[src/rtl/mdio_pkg.sv]
package mdio_pkg;
  localparam int FRAME_LEN = 64;
  localparam logic [5:0] SLOT_LAST     = 6'd63;
  localparam logic [5:0] SLOT_TA_FIRST = 6'd46;
  localparam logic [5:0] SLOT_TA_LAST  = 6'd47;
  localparam logic [5:0] SLOT_DATA     = 6'd48;

  localparam logic [1:0] SEL_CFG  = 2'd0;
  localparam logic [1:0] SEL_PICK = 2'd1;
  localparam logic [1:0] SEL_ADDR = 2'd2;
  localparam logic [1:0] SEL_DATA = 2'd3;

  typedef struct packed {
    logic        start;
    logic        isRead;
    logic [63:0] frame;
  } mdioCmd_t;

  function automatic logic [63:0] buildFrame(input logic [1:0] st, input logic [1:0] op,
                                             input logic [4:0] pa, input logic [4:0] da,
                                             input logic [1:0] ta, input logic [15:0] payload);
    return {32'hFFFF_FFFF, st, op, pa, da, ta, payload};
  endfunction
endpackage

[src/rtl/mdio_ctrl.sv]
module mdio_ctrl
  import mdio_pkg::*;
#(
  parameter int DIV_W = 16,
  parameter int unsigned RESET_DIV = 258
) (
  input  logic             clk,
  input  logic             rstN,
  input  logic             regWe,
  input  logic [1:0]       regSel,
  input  logic [31:0]      regWdata,
  output logic [31:0]      regRdata,
  input  logic             frameActive,
  input  logic             frameDone,
  input  logic [15:0]      rdData,
  input  logic             taBit,
  output mdioCmd_t         cmd,
  output logic [DIV_W-1:0] divVal,
  output logic             negSel,
  output logic             xferActive
);
  localparam logic [DIV_W-1:0] DIV_INIT = DIV_W'(RESET_DIV);

  logic             encQ, negQ, readErrQ, xferQ, readPendQ;
  logic [DIV_W-1:0] divQ;
  logic [4:0]       portQ, devQ;
  logic [15:0]      addrQ, dataQ;
  logic             wrOk, divNz;
  logic [1:0]       stCode;
  logic             unusedBits;

  assign unusedBits = ^{regWdata[31:24], regWdata[14:10], regWdata[7:4], regWdata[1:0]};
  assign wrOk   = regWe && !frameActive;
  assign divNz  = (divQ != '0);
  assign stCode = encQ ? 2'b00 : 2'b01;

  always_comb begin
    cmd = '0;
    if (wrOk && divNz) begin
      unique case (regSel)
        SEL_ADDR: if (encQ) begin
          cmd.start = 1'b1;
          cmd.frame = buildFrame(2'b00, 2'b00, portQ, devQ, 2'b10, regWdata[15:0]);
        end
        SEL_DATA: begin
          cmd.start = 1'b1;
          cmd.frame = buildFrame(stCode, 2'b01, portQ, devQ, 2'b10, regWdata[15:0]);
        end
        SEL_PICK: if (regWdata[15]) begin
          cmd.start  = 1'b1;
          cmd.isRead = 1'b1;
          cmd.frame  = buildFrame(stCode, encQ ? 2'b11 : 2'b10, regWdata[9:5],
                                  regWdata[4:0], 2'b11, 16'hFFFF);
        end
        default: ;
      endcase
    end
  end

  always_ff @(posedge clk or negedge rstN) begin
    if (!rstN) begin
      encQ <= 1'b0; negQ <= 1'b1; divQ <= DIV_INIT;
      portQ <= '0; devQ <= '0; addrQ <= '0; dataQ <= '0;
      readErrQ <= 1'b0; xferQ <= 1'b0; readPendQ <= 1'b0;
    end else begin
      if (frameDone) begin
        xferQ <= 1'b0;
        if (readPendQ) begin
          dataQ     <= rdData;
          readErrQ  <= taBit;
          readPendQ <= 1'b0;
        end
      end
      if (wrOk) begin
        unique case (regSel)
          SEL_CFG: begin
            encQ <= regWdata[2];
            negQ <= regWdata[3];
            divQ <= regWdata[8 +: DIV_W];
          end
          SEL_PICK: begin
            devQ  <= regWdata[4:0];
            portQ <= regWdata[9:5];
          end
          SEL_ADDR: addrQ <= regWdata[15:0];
          SEL_DATA: dataQ <= regWdata[15:0];
          default: ;
        endcase
      end
      if (cmd.start) begin
        xferQ     <= (regSel != SEL_ADDR);
        readPendQ <= cmd.isRead;
        if (cmd.isRead) readErrQ <= 1'b0;
      end
    end
  end

  always_comb begin
    regRdata = '0;
    unique case (regSel)
      SEL_CFG: begin
        regRdata[0]          = frameActive;
        regRdata[1]          = readErrQ;
        regRdata[2]          = encQ;
        regRdata[3]          = negQ;
        regRdata[8 +: DIV_W] = divQ;
      end
      SEL_PICK: begin
        regRdata[4:0] = devQ;
        regRdata[9:5] = portQ;
      end
      SEL_ADDR: regRdata[15:0] = addrQ;
      default: begin
        regRdata[15:0] = dataQ;
        regRdata[31]   = xferQ;
      end
    endcase
  end

  assign divVal     = divQ;
  assign negSel     = negQ;
  assign xferActive = xferQ;
endmodule

[src/rtl/mdio_dp.sv]
module mdio_dp
  import mdio_pkg::*;
#(
  parameter int DIV_W = 16
) (
  input  logic             clk,
  input  logic             rstN,
  input  mdioCmd_t         cmd,
  input  logic [DIV_W-1:0] divVal,
  input  logic             negSel,
  input  logic             mdioIn,
  output logic             mdc,
  output logic             mdioOut,
  output logic             mdioOe,
  output logic             frameActive,
  output logic             frameDone,
  output logic [15:0]      rdData,
  output logic             taBit
);
  logic             active, mdcQ, mdoQ, oeQ, isReadQ, taQ;
  logic [DIV_W-1:0] divCnt;
  logic [5:0]       slotCnt, nextSlot;
  logic [63:0]      shiftQ;
  logic [15:0]      rdShift, rdNext;
  logic             divNz, tick, riseNow, fallNow, sampleNow;

  assign divNz     = (divVal != '0);
  assign tick      = active && divNz && (divCnt == divVal);
  assign riseNow   = tick && !mdcQ;
  assign fallNow   = tick && mdcQ;
  assign sampleNow = negSel ? fallNow : riseNow;
  assign nextSlot  = slotCnt + 6'd1;
  assign rdNext    = (sampleNow && isReadQ && slotCnt >= SLOT_DATA) ? {rdShift[14:0], mdioIn} : rdShift;

  always_ff @(posedge clk or negedge rstN) begin
    if (!rstN) begin
      active <= 1'b0; mdcQ <= 1'b0; divCnt <= '0; slotCnt <= '0;
      shiftQ <= '0; mdoQ <= 1'b1; oeQ <= 1'b0; isReadQ <= 1'b0;
      rdShift <= '0; taQ <= 1'b0;
    end else if (!active) begin
      if (cmd.start) begin
        active  <= 1'b1;
        shiftQ  <= {cmd.frame[62:0], 1'b0};
        mdoQ    <= cmd.frame[63];
        oeQ     <= 1'b1;
        slotCnt <= '0;
        divCnt  <= '0;
        mdcQ    <= 1'b0;
        isReadQ <= cmd.isRead;
        rdShift <= '0;
        taQ     <= 1'b0;
      end
    end else if (divNz) begin
      if (tick) begin
        divCnt <= '0;
        mdcQ   <= ~mdcQ;
      end else begin
        divCnt <= divCnt + 1'b1;
      end
      rdShift <= rdNext;
      if (sampleNow && isReadQ && slotCnt == SLOT_TA_LAST) taQ <= mdioIn;
      if (fallNow) begin
        if (slotCnt == SLOT_LAST) begin
          active <= 1'b0;
          oeQ    <= 1'b0;
          mdoQ   <= 1'b1;
        end else begin
          slotCnt <= nextSlot;
          mdoQ    <= shiftQ[63];
          shiftQ  <= {shiftQ[62:0], 1'b0};
          oeQ     <= !(isReadQ && nextSlot >= SLOT_TA_FIRST);
        end
      end
    end
  end

  assign mdc         = mdcQ;
  assign mdioOut     = mdoQ;
  assign mdioOe      = oeQ;
  assign frameActive = active;
  assign frameDone   = fallNow && (slotCnt == SLOT_LAST);
  assign rdData      = rdNext;
  assign taBit       = taQ;
endmodule

[src/rtl/mdio_mgmt_master.sv]
module mdio_mgmt_master
  import mdio_pkg::*;
#(
  parameter int DIV_W = 16,
  parameter int unsigned RESET_DIV = 258
) (
  input  logic        clk,
  input  logic        rstN,
  input  logic        regWe,
  input  logic [1:0]  regSel,
  input  logic [31:0] regWdata,
  output logic [31:0] regRdata,
  output logic        mdc,
  output logic        mdioOut,
  output logic        mdioOe,
  input  logic        mdioIn
);
  mdioCmd_t         cmd;
  logic [DIV_W-1:0] divVal;
  logic             negSel, xferActive, frameActive, frameDone, taBit;
  logic [15:0]      rdData;

  mdio_ctrl #(.DIV_W(DIV_W), .RESET_DIV(RESET_DIV)) ctrl (
    .clk(clk), .rstN(rstN), .regWe(regWe), .regSel(regSel), .regWdata(regWdata),
    .regRdata(regRdata), .frameActive(frameActive), .frameDone(frameDone),
    .rdData(rdData), .taBit(taBit), .cmd(cmd), .divVal(divVal), .negSel(negSel),
    .xferActive(xferActive)
  );

  mdio_dp #(.DIV_W(DIV_W)) dp (
    .clk(clk), .rstN(rstN), .cmd(cmd), .divVal(divVal), .negSel(negSel),
    .mdioIn(mdioIn), .mdc(mdc), .mdioOut(mdioOut), .mdioOe(mdioOe),
    .frameActive(frameActive), .frameDone(frameDone), .rdData(rdData), .taBit(taBit)
  );
endmodule

[config.mk]
export PLATFORM = sky130hd
export DESIGN_NAME = mdio_mgmt_master
export DESIGN_NICKNAME = d
export VERILOG_FILES = /design/src/rtl/mdio_pkg.sv /design/src/rtl/mdio_ctrl.sv /design/src/rtl/mdio_dp.sv /design/src/rtl/mdio_mgmt_master.sv
export SDC_FILE = /design/constraint.sdc
export NUM_CORES = 1
export LEC_CHECK = 0
export CORE_ASPECT_RATIO = 1.25
export CORE_MARGIN = 5
export CORE_UTILIZATION = 36
export DETAILED_ROUTE_END_ITERATION = 8
export GPL_ROUTABILITY_DRIVEN = 1
export PLACE_DENSITY_LB_ADDON = 0.1
export SLEW_MARGIN = 30
export SYNTH_ARGS = -nofsm -noshare
export SYNTH_HDL_FRONTEND = slang
export SYNTH_SLANG_ARGS = --single-unit
[constraint.sdc]
create_clock -name clk -period 3.2 [get_ports clk]
set_clock_uncertainty 0.2 [all_clocks]
set_input_delay 0.48 -clock clk [delete_from_list [all_inputs] [get_ports clk]]
set_output_delay 0.48 -clock clk [all_outputs]
set_load 0.02 [all_outputs]
# Word level (Yosys, flattened, before mapping)
# Index checks and enable logic that the tools add are counted.
# totals
regBits	171
input_bits	38
out_inout_bits	35
wordCells	132
# classes
add_sub_neg	2
n_lt_le_gt_ge	2
n_eq_ne	12
mux	66
bitwise_logic	2
reduce_logical	28
# op_table
operator	n
$mux W64	6
$pmux W64 S3	1
$mux W16	11
$mux W66	2
$mux W1	35
$mux W6	5
$pmux W4 S3	2
$pmux W6 S3	1
$add A16 B1 Y16 const B	1
$eq A16 B16 Y1	1
$reduce_bool A16 Y1	1
$eq A6 B6 Y1 const B	2
$ge A6 B6 Y1 const B	2
$ne A2 B2 Y1 const B	6
$logic_and A1 B1 Y1	11
$reduce_and A2 Y1	5
$reduce_and A3 Y1	3
$mux W8	1
$add A6 B1 Y6 const B	1
$pmux W2 S3	1
$eq A2 B2 Y1 const B	2
$reduce_and A4 Y1	1
$reduce_bool A2 Y1	2
$logic_not A1 Y1	3
other kinds (5)	6

# Longest topological paths before layout
# depth
word_depth	12
mapped_depth	9
depth_no_buf	7

# By module
# From an unflattened synthesis, not the netlist that was laid out.
# unflattened
hier_cells	785
area_unflattened_um2	9447.8
# modules_own_cells
mod	instances	cells_per_inst	area_each_um2	seq_area_each_um2
mdio_dp	1	460	5755.5	2678.8
mdio_ctrl	1	325	3692.3	1580.3

# Worst setup path before layout
# Ideal clock, no wire load.
# synth_path
path_type	input to output
from	in regSel[1]
to	out regRdata[10]
arrival_ps	2081
path_slack_ps	439
cell_stages	5
cell_sequence	clkbuf_1 > buf_1 > clkbuf_1 > mux2i_1 > o21ai_0
# synth_between
elab_chain_cells	2
elab_cells_between_ends	4
cone_classes	2 x eq/ne; 1 x mux; 1 x reduce/logical
# synth_lines
item	line_no	rtl
start, declared	mdio_mgmt_master.sv:10	input logic [1:0] regSel,
$eq A2 B2 Y1 (tied with other cells)	mdio_ctrl.sv:100	unique case (regSel)
$pmux W6 S3 (*)	mdio_ctrl.sv:100	
end, declared	mdio_mgmt_master.sv:12	output logic [31:0] regRdata,
# Mark *: on every way between the ends. The rest lies on a longest branch, timed or not.

# Worst setup path in the final report
# layout_path
from	in regSel[1]
to	out regRdata[4]
# layout_between
elab_chain_cells	2
elab_cells_between_ends	4
cone_classes	2 x eq/ne; 1 x mux; 1 x reduce/logical
# layout_lines
item	line_no
$eq A2 B2 Y1 (tied with other cells)	mdio_ctrl.sv:100
$pmux W4 S3 (*)	mdio_ctrl.sv:100
# Marks and branches as above.

==> flow_summary.yaml <==
clocking:
  insertion_delay_ps: 430
  clock-sinks: 170
  cts_tree: "done"
  cts.clk_slew.worst_paths_ps: 60
  postCtsSetupBuffers: 0
  cts_buffers: 17
  cts_max_level: 4
  clock-root-buffer: "clkbuf_16"
  clockBufferDepth: 2
sta:
  slew_violations: 0
  max_slew_margin: 0.586
  timing.final.crit_share: 0.950
  fin_crit_ps: 3040
  final.setup.tns_ps: 0
  worstMarginPinSlew_ps: 622
  rsz0062_at_grt: "false"
  finalHoldViolCount: 0
  final-setup-viol-count: 0
  fmax_mhz: 329
logic_synthesis:
  synth_cell_types: 54
  syn_inst: 846
  async_reset_ff_frac: 1.00
  yosysSeqAreaShare: 0.510
  avgSynthCellArea_um2: 9.88
  synthesis.area_mm2: 0.00836
  synth_edf_count: 0
  synthFlopType: "dfrtp_1"
  synth_warnings: 0
  synth_seq_cells: 170
placed_design:
  placed_area_mm2: 0.00931
  hpwl_um: 15500
  dpl.cell_count: 1168
  port_buffers: 57
  place.gp.congestion: 0.811
setup_path:
  startpoint_type: "primary input"
  critPathSlowestCell: "clkdlybuf4s50_1"
  cp_common_cell: "clkdlybuf4s50_1"
  cp_cell_sequence: "clkdlybuf4s50_1 -> buf_12 -> nor2b_1 -> a22o_1 -> clkdlybuf4s50_1"
  worstPathRequired_ps: 2520
  endpoint_kind: "output pin"
  crit_family: "buffers and inverters"
  worst-path-buf-inv: 3
  slowest_delay_ps: 600
  cp_max_fo: 21
  crit_arrival_ps: 2360
  worst-setup-path-type: "in -> out"
floorplanning:
  fp.dieW_um: 146
  fp-row-count: 62
  die-area_mm2: 0.0264
  die_h_um: 180
  fp.coreArea_mm2: 0.0230
  start_util: 0.364
  io_pins: 73
layout:
  fin_cells: 1200
  layout_common_cells: "dfrtp_1, nand2_1, clkdlybuf4s50_1"
  area_growth_pct: 18.5
  final_area_mm2: 0.00991
  antenna-diode-count: 0
  drive_gt1_frac: 0.154
  nNetsFinal: 941
  final_common_cell: "dfrtp_1"
grt:
  grt_usage: 0.171
  antenna_found_initial: 0
  grt_pass1_wl_um: 36300
  grtUsageMet3: 0.0375
  grt-ovfl-total: 0
  grt_max_degree: 62
  met2_usage: 0.285
  met1_usage: 0.216
  grt_busiest_layer: "met2"
  grt_pass1_vias: 6817
routing:
  antenna_left: 0
  dr.pass1.iters: 7
  vias: 6560
  wire_per_inst_um: 18.5
  drc: 0
  drt-initial-drc-count: 442
  viasPerCell: 5.47
  drt-total-wl_um: 22200
flow_run:
  drv_cap: 0
outcome:
  status: "completed"
power:
  leakagePower_nw: 4.25
  powerDensity_mw_per_mm2: 511
  finalPower_mw: 5.06
  peakVddDrop_uv: 338
min_path:
  hold_class: "reg -> reg"
==> path summary, 6_finish.rpt <==
path	startpoint	to	cells after the start	slack (ps)
worst max-delay path	regSel[1]	regRdata[4]	5	160
worst min-delay path	dp.shiftQ[30]$_DFFE_PN0P_	dp.shiftQ[30]$_DFFE_PN0P_	2	270
worst max register to register	dp.slotCnt[0]$_DFFE_PN0P_	dp.shiftQ[53]$_DFFE_PN0P_	8	240
worst min register to register	dp.shiftQ[30]$_DFFE_PN0P_	dp.shiftQ[30]$_DFFE_PN0P_	2	270
max in group asynchronous	rstN	dp.mdioOut$_DFFE_PN1P_	3	1550
min in group asynchronous	rstN	dp.shiftQ[28]$_DFFE_PN0P_	2	420
==> timing repair <==
action | CTS | global route
hold endpoints to repair | 54 | 0
hold buffers | 1 | 0
gates resized for setup | 0 | 0
==> registers in the layout, summed over array words and instances, names as in the netlist, 5 cells and up <==
register and flops:
dp.divCnt 16, ctrl.dataQ 16, dp.slotCnt 6, ctrl.divVal 16
ctrl.portQ 5, ctrl.devQ 5, dp.rdShift 16, ctrl.addrQ 16
dp.shiftQ 63
==> power by group <==
group / switching, mW / total, mW / internal [mW]
clock: 0.908 / 2.07 / 1.17
sequential: 0.125 / 2.37 / 2.25
combinational: 0.356 / 0.614 / 0.259
total: 1.39 / 5.06 / 3.67
==> final cells by class <==
| type | count | area [µm²] |
|---|---|---|
| sequential | 170 | 4260 |
| fill | 2194 | 13100 |
| multi-input combinational | 611 | 3780 |
| clock inverter | 14 | 165 |
| clock buffer | 17 | 425 |
| tap | 288 | 360 |
| timing repair buffer | 95 | 897 |
| inverter | 5 | 18.8 |
==> metrics by stage <==
| step | hold slack [ps] | worst slack [ps] | util |
|---|---|---|---|
| 6_report | 274 | 159 | 0.432 |
| 5_1_grt | 308 | 30.7 | 0.432 |
| 4_1_cts | 277 | 163 | 0.432 |
| 3_5_place_dp | 262 | 179 | 0.405 |
| 2_1_floorplan | -15.6 | 439 | - |
| 3_3_place_gp | 257 | 186 | 0.405 |
==> Yosys cell counts (all sizes together), types with 3 or more instances <==
cell type	n	share of area
a22oi	14	0.013
xnor2	6	0.0063
mux2i	8	0.0096
nand2	146	0.066
xor2	21	0.022
inv	5	0.0022
nand2b	9	0.0067
nand3	42	0.025
dfrtp	166	0.50
nor2	40	0.019
o21ai	65	0.041
mux4	6	0.016
mux2	49	0.066
ha	3	0.0045
clkbuf	31	0.014
a21oi	37	0.022
nand4	7	0.0052
a21o	4	0.0036
dfstp	4	0.013
nor2b	3	0.0022
a41oi	3	0.0031
and2	12	0.0090
o22ai	19	0.014
nor3	24	0.015
buf	35	0.025
a22o	16	0.017
o21a	4	0.0036
and3	4	0.0030
nor4	41	0.035
==> per-layer routing <==
metal  share of wire  vias up  wire length (µm)
met5               0        -                 0
met2            0.49      149             10800
met3           0.041       44               919
met1            0.44     3247              9760
li1                -     3120                 -
met4           0.031        0               690
==> logic make-up (layout without fill, tap and decap cells) <==
group	after synthesis	in the layout	share of synthesized area
AO/OA/AOI/OAI	175	175	0.131
multiplexers	63	63	0.0918
other	1	7	0.000449
flip-flops	170	170	0.510
adder cells (fa/ha/maj)	3	3	0.00449
XOR/XNOR	27	27	0.0283
AND/OR/NAND/NOR	336	336	0.193
buffers and inverters	71	131	0.0415
==> tightest hold or removal path, cell delays in order, from the launching register on <==
cell and delay (ps):
dfrtp_1 350, nand2_1 50, nand2_1 50
Note: power is estimated with default switching activity, not from simulation.
